==> src/rtl/pc_pkg.sv <==
package pc_pkg;
  // Instructions are 2**INSTR_LOG2 bytes wide.
  localparam int unsigned INSTR_LOG2 = 2;

  typedef enum logic [1:0] {
    PC_SEL_HOLD   = 2'd0,
    PC_SEL_SEQ    = 2'd1,
    PC_SEL_BRANCH = 2'd2
  } pc_sel_e;
endpackage

==> src/rtl/pc_offset_scaler.sv <==
module pc_offset_scaler #(
  parameter int unsigned ADDR_W  = 32,
  parameter int unsigned OFF_W   = 16,
  parameter int unsigned SHIFT   = 2
) (
  input  logic [OFF_W-1:0]  offset_i,
  output logic [ADDR_W-1:0] scaled_o
);
  localparam int unsigned EXT_W = OFF_W + SHIFT;

  logic [EXT_W-1:0] shifted;
  assign shifted = {offset_i, {SHIFT{1'b0}}};

  generate
    if (ADDR_W > EXT_W) begin : g_extend
      assign scaled_o = {{(ADDR_W-EXT_W){offset_i[OFF_W-1]}}, shifted};
    end else begin : g_trunc
      assign scaled_o = shifted[ADDR_W-1:0];
    end
  endgenerate
endmodule

==> src/rtl/pc_next_sel.sv <==
module pc_next_sel
  import pc_pkg::*;
#(
  parameter int unsigned ADDR_W = 32,
  parameter int unsigned SHIFT  = 2
) (
  input  logic [ADDR_W-1:0] pc_i,
  input  logic [ADDR_W-1:0] scaled_i,
  input  logic              stall_i,
  input  logic              taken_i,
  output logic [ADDR_W-1:0] pc_inc_o,
  output logic [ADDR_W-1:0] pc_next_o,
  output logic              load_o,
  output pc_sel_e           sel_o
);
  localparam logic [ADDR_W-1:0] STEP = ADDR_W'(1) << SHIFT;

  logic [ADDR_W-1:0] target;

  assign pc_inc_o = pc_i + STEP;
  assign target   = pc_inc_o + scaled_i;

  always_comb begin
    if (stall_i)      sel_o = PC_SEL_HOLD;
    else if (taken_i) sel_o = PC_SEL_BRANCH;
    else              sel_o = PC_SEL_SEQ;
  end

  always_comb begin
    unique case (sel_o)
      PC_SEL_BRANCH: pc_next_o = target;
      PC_SEL_SEQ:    pc_next_o = pc_inc_o;
      default:       pc_next_o = pc_i;
    endcase
  end

  assign load_o = (sel_o != PC_SEL_HOLD);
endmodule

==> src/rtl/pc_state_reg.sv <==
module pc_state_reg #(
  parameter int unsigned       ADDR_W    = 32,
  parameter int unsigned       SHIFT     = 2,
  parameter logic [ADDR_W-1:0] RESET_VEC = 32'h0000_1000
) (
  input  logic              clk,
  input  logic              rst_n,
  input  logic              load_i,
  input  logic [ADDR_W-1:0] d_i,
  output logic [ADDR_W-1:0] q_o
);
  localparam logic [ADDR_W-1:0] ALIGN_MASK = ~((ADDR_W'(1) << SHIFT) - ADDR_W'(1));
  localparam logic [ADDR_W-1:0] RESET_ALN  = RESET_VEC & ALIGN_MASK;

  always_ff @(posedge clk or negedge rst_n) begin
    if (!rst_n)      q_o <= RESET_ALN;
    else if (load_i) q_o <= d_i & ALIGN_MASK;
  end

  // value seen on the edge that first samples reset released
  assert_reset_vec_R1: assert property (@(posedge clk) disable iff (!rst_n)
    $rose(rst_n) |-> q_o == RESET_ALN);

  // low bits never set
  assert_aligned_R2: assert property (@(posedge clk) disable iff (!rst_n)
    (q_o & ~ALIGN_MASK) == '0);
endmodule

==> src/rtl/branch_pc_unit.sv <==
module branch_pc_unit
  import pc_pkg::*;
#(
  parameter int unsigned ADDR_W    = 32,
  parameter int unsigned OFF_W     = 16,
  parameter logic [31:0] RESET_VEC = 32'h0000_1000
) (
  input  logic              clk,
  input  logic              rst_n,
  input  logic              stall_i,
  input  logic              br_taken_i,
  input  logic [OFF_W-1:0]  br_offset_i,
  output logic [ADDR_W-1:0] pc_o,
  output logic [ADDR_W-1:0] pc_plus4_o
);
  localparam int unsigned       SHIFT = INSTR_LOG2;
  localparam logic [ADDR_W-1:0] STEP  = ADDR_W'(1) << SHIFT;

  logic [ADDR_W-1:0] scaled;
  logic [ADDR_W-1:0] pc_q;
  logic [ADDR_W-1:0] pc_inc;
  logic [ADDR_W-1:0] pc_next;
  logic              load;
  pc_sel_e           sel;

  pc_offset_scaler #(.ADDR_W(ADDR_W), .OFF_W(OFF_W), .SHIFT(SHIFT)) u_scaler (
    .offset_i (br_offset_i),
    .scaled_o (scaled)
  );

  pc_next_sel #(.ADDR_W(ADDR_W), .SHIFT(SHIFT)) u_next (
    .pc_i      (pc_q),
    .scaled_i  (scaled),
    .stall_i   (stall_i),
    .taken_i   (br_taken_i),
    .pc_inc_o  (pc_inc),
    .pc_next_o (pc_next),
    .load_o    (load),
    .sel_o     (sel)
  );

  pc_state_reg #(.ADDR_W(ADDR_W), .SHIFT(SHIFT), .RESET_VEC(ADDR_W'(RESET_VEC))) u_reg (
    .clk    (clk),
    .rst_n  (rst_n),
    .load_i (load),
    .d_i    (pc_next),
    .q_o    (pc_q)
  );

  assign pc_o       = pc_q;
  assign pc_plus4_o = pc_inc;

  // sequential step, modulo width
  assert_seq_step_R3: assert property (@(posedge clk) disable iff (!rst_n)
    (!stall_i && !br_taken_i) |=> pc_o == $past(pc_o) + STEP);

  // branch target relative to incremented PC
  assert_branch_target_R4: assert property (@(posedge clk) disable iff (!rst_n)
    (!stall_i && br_taken_i) |=>
      pc_o == $past(pc_o) + STEP +
              {{(ADDR_W-OFF_W-SHIFT){$past(br_offset_i[OFF_W-1])}}, $past(br_offset_i), {SHIFT{1'b0}}});

  // stall freezes the PC regardless of the strobe
  assert_stall_hold_R8: assert property (@(posedge clk) disable iff (!rst_n)
    stall_i |=> $stable(pc_o));

  // link output tracks the register
  assert_link_value_R10: assert property (@(posedge clk) disable iff (!rst_n)
    pc_plus4_o - pc_o == STEP);
endmodule

==> config.mk <==
export PLATFORM = sky130hd
export DESIGN_NAME = branch_pc_unit
export DESIGN_NICKNAME = d
export VERILOG_FILES = /design/src/rtl/pc_pkg.sv /design/src/rtl/pc_offset_scaler.sv /design/src/rtl/pc_next_sel.sv /design/src/rtl/pc_state_reg.sv /design/src/rtl/branch_pc_unit.sv
export SDC_FILE = /design/constraint.sdc
export NUM_CORES = 1
export LEC_CHECK = 0
export BUFFER_PORTS_ARGS = -buffer_cell sky130_fd_sc_hd__buf_2
export CORE_MARGIN = 4
export CORE_UTILIZATION = 50
export CTS_BUF_LIST = sky130_fd_sc_hd__clkbuf_4
export DETAILED_ROUTE_END_ITERATION = 8
export PLACE_DENSITY = 0.83
export SYNTH_ARGS = -nofsm -noshare
export SYNTH_HDL_FRONTEND = slang
export SYNTH_SLANG_ARGS = --single-unit
==> constraint.sdc <==
create_clock -name clk -period 4.2 [get_ports clk]
set_input_delay 0.21 -clock clk [delete_from_list [all_inputs] [get_ports clk]]
set_output_delay 0.21 -clock clk [all_outputs]
set_load 0.02 [all_outputs]
==> results.py <==
metrics = {
    "placed_design": {
        "hpwl_um": 8354,
        "gp_congestion": 0.9850,
        "io_buffers": 79,
    },
    "worst_hold_path": {
        "hold_class": "input port to flop",
        "whs_path_depth": 4,
        "holdPathEnd": "u_reg.q_o[2]$_DFFE_PN0P_",
        "hp-start": "br_offset_i[0]",
    },
    "floorplanning": {
        "die_h_um": 94.88,
        "ioPinCount": 84,
        "initial_core_util": 0.5175,
        "chipWidth_um": 94.88,
        "dieArea_um2": 9001,
        "core.rowCount": 31,
        "core_um2": 7292,
    },
    "cells_and_area": {
        "drive_above_1_share": 0.2067,
        "final_util": 0.5901,
        "largest_register": "u_reg.q_o",
        "antennaDiodeCount": 0,
        "largest_reg_flops": 30,
        "nFillCells": 687,
        "nets": 622,
        "multi_input_comb_area_um2": 2877,
        "mostFrequentLayoutCells": "79 x buf_2, 50 x a21oi_1, 48 x nor2_1",
        "layout_commonest_cell": "buf_2",
        "syn_to_final_growth_pct": 14.03,
        "regArea_um2": 753.2,
        "largestRegisters": "u_reg.q_o (30)",
    },
    "logic_synthesis": {
        "ys_seq_elements": 30,
        "ys_seq_area_frac": 0.1993,
        "yosysWarningCount": 0,
        "synth_edf_count": 0,
        "async_flop_share": 1.000,
        "avgSynthCellArea_um2": 7.608,
        "synth_top_area_frac": 0.1923,
        "yosys.area.top_type": "dfrtp_1",
        "syn_inst": 496,
        "synthTopCellsByArea": "dfrtp_1 19%, ha_1 12%, xnor2_1 6.7%, a21oi_1 6.6%, nor2_1 4.8%",
        "synth_cell_types": 67,
        "synth_ff_type": "dfrtp_1",
        "synth_area_um2": 3774,
    },
    "global_route": {
        "grt_antenna_before_repair": 0,
        "grt_pass1_vias": 3710,
        "grt_max_degree": 56,
        "grt_usage": 0.2469,
        "overflow": 0,
        "grt_pass1_wl_um": 17710,
    },
    "drt": {
        "drt_wl_total_um": 11040,
        "drtAntennaViolNets": 0,
        "post-route-drc-count": 0,
        "drt-initial-drc-count": 232,
        "first_pass_iters": 4,
        "wl_per_cell_um": 16.61,
        "vias_per_cell": 6.012,
        "num_vias": 3998,
    },
    "timing": {
        "period_share": 0.9212,
        "skew_ps": 11.25,
        "period_needed_ps": 3869,
        "fmaxAchievable_mhz": 258.5,
        "rsz0062_at_grt": "no",
        "hold_viol": 0,
        "tightest_slew_ps": 993.4,
        "fin_tns_setup_ps": 0,
        "setup_violations": 0,
        "report.final.slew_viol_count": 0,
        "relSlewSlack": 0.3377,
    },
    "run_status": {
        "status": "finished clean",
    },
    "flow_run": {
        "max-cap-violations": 0,
    },
    "power_and_ir_drop": {
        "clock_power_share": 0.052,
        "swShare": 0.5628,
        "p_int_uw": 1506,
        "power.switching_uw": 1939,
        "p_per_area_nw_per_um2": 800.5,
        "leakage_uw": 0.001983,
        "peakVddDrop_uv": 364.9,
        "seqPwrFrac": 0.196,
        "comb_power_share": 0.752,
    },
    "setup_path": {
        "worstSetupStartpointType": "flop",
        "path_delay_family": "simple AND/OR/NAND/NOR gates",
        "critical-path-max-stage-delay_ps": 610,
        "rr_endpoint": "u_reg.q_o[31]$_DFFE_PN0P_",
        "worst-endpoint-required_ps": 4450,
        "r2r_slack_ps": 330,
        "critical_path_class": "flop to flop",
        "critPathSlowestCell": "dfstp_2",
        "reg2reg_from": "u_reg.q_o[12]$_DFFE_PN1P_",
        "path_cells": "nand2_1 -> nor4_4 -> and2_2 -> nand3_2 -> nor2_4 -> nand4_2 -> xnor2_2 -> ha_2 -> a21o_1 -> a21oi_1 -> nor2b_1 -> nand4_1 -> and4b_1 -> o31ai_2 -> xor2_1 -> o32ai_1",
        "worstPathArrival_ps": 4120,
        "worst-path-buf-inv": 0,
        "end_kind": "flop",
        "r2r_cells": 16,
        "cp_max_fo": 8,
    },
    "clock_network": {
        "clkTransAtPathRegs_ps": 120,
        "clk_latency_ps": 350,
        "cts_root_buf": "clkbuf_4",
        "cts_sinks": 30,
        "cts_tree": "done",
        "cts_buffer_depth": 2,
        "htree_levels": 2,
        "cts_buffers": 5,
    },
}
-- worst register-to-register path, stage by stage, from the launching register on --
cell and delay (ps):
dfstp_2 610, nand2_1 130, nor4_4 260, and2_2 230
nand3_2 170, nor2_4 200, nand4_2 180, xnor2_2 190
ha_2 350, a21o_1 170, a21oi_1 170, nor2b_1 150
nand4_1 130, and4b_1 210, o31ai_2 280, xor2_1 110
o32ai_1 230
-- Yosys cell counts, types with 3 or more instances --
cell type   n
o22a_1      4
a21oi_2     3
or2_2       4
a21o_1     21
o21ai_1     3
a21oi_1    50
nor2_1     48
o211ai_1    3
inv_1      14
ha_1       36
nand4_1    10
mux2i_1     4
xor2_1     19
and3_1     10
clkbuf_1    9
buf_4       7
o31ai_1     3
o21ai_0    33
nand2b_1    3
o21a_1      5
or3_1       3
nand3_1    23
buf_2       3
nand2_1    40
nor3_1     12
xnor2_1    29
dfrtp_1    29
nor4_1      7
a31oi_1     4
buf_1       6
o22ai_1     5
-- per-stage QoR --
stage | area (um^2) | hold WS [ps] | setup WS [ps] | total power, uW | cells
floorplan | 3785 | -85.59 | 41.48 | 2527 | 499
global placement | 4195 | 301.3 | 410.4 | 3148 | 654
detailed placement | 4195 | 311.9 | 207.0 | 3201 | 654
CTS | 4259 | 306.1 | 169.5 | 3393 | 663
global route | 4303 | 348.6 | 23.55 | 3737 | 665
finish | 4303 | 307.4 | 331.0 | 3445 | 665
-- cell families (layout without fill, tap and decap cells) --
kind of cell,Yosys count,count (layout),synth area share
xor gates and xnor gates,48,48,0.1114
buffers and inverters,41,108,0.04874
adders and majority gates,37,37,0.1247
other,1,4,0.0009937
DFF,30,30,0.1993
and+or+nand+nor,178,178,0.2410
AOI/OAI and AO/OA,155,155,0.2573
muxes,6,6,0.01658
-- timing repair --
action / in CTS / in global routing
gates resized for setup: 0 / 6
endpoints found under the hold margin: 29 / 0
buffers inserted: 0 / 2
setup endpoints to repair: 0 / 1
hold buffers: 1 / 0
-- power by group through the flow --
stage | Sequential (uW) | Clock [uW] | Combinational [uW]
global placement | 661 | 0 | 2490
global route | 701 | 192 | 2840
floorplan | 755 | 0 | 1770
detailed placement | 675 | 0 | 2530
CTS | 669 | 184 | 2540
finish | 675 | 180 | 2590
-- final cells by class --
type,count,area share
Timing Repair Buffer,84,0.1012
Multi-Input combinational cell,428,0.6685
Sequential cell,30,0.1751
Tap cell,99,0.02879
Clock inverter,3,0.003780
Inverter,16,0.01396
Clock buffer,5,0.008723
-- worst max path at each step --
| stage | start | end | slack (ps) | depth (start not counted) |
|---|---|---|---|---|
| after floorplan | u_reg.q_o[2]$_DFFE_PN0P_ | u_reg.q_o[31]$_DFFE_PN0P_ | 40 | 18 |
| after global placement | u_reg.q_o[12]$_DFFE_PN1P_ | u_reg.q_o[31]$_DFFE_PN0P_ | 410 | 16 |
| after detailed placement | u_reg.q_o[12]$_DFFE_PN1P_ | u_reg.q_o[31]$_DFFE_PN0P_ | 210 | 16 |
| after CTS | u_reg.q_o[12]$_DFFE_PN1P_ | u_reg.q_o[31]$_DFFE_PN0P_ | 170 | 16 |
| after global routing | u_reg.q_o[12]$_DFFE_PN1P_ | u_reg.q_o[31]$_DFFE_PN0P_ | 20 | 16 |
| final | u_reg.q_o[12]$_DFFE_PN1P_ | u_reg.q_o[31]$_DFFE_PN0P_ | 330 | 16 |
-- routing by layer --
layer,share of wire,vias up,GRT usage
li1,-,1944,-
met1,0.43,1883,0.3131
met2,0.48,151,0.4310
met3,0.068,20,0.04064
met4,0.017,0,0.06851
met5,0,-,0
(Power assumes the default switching activity.)
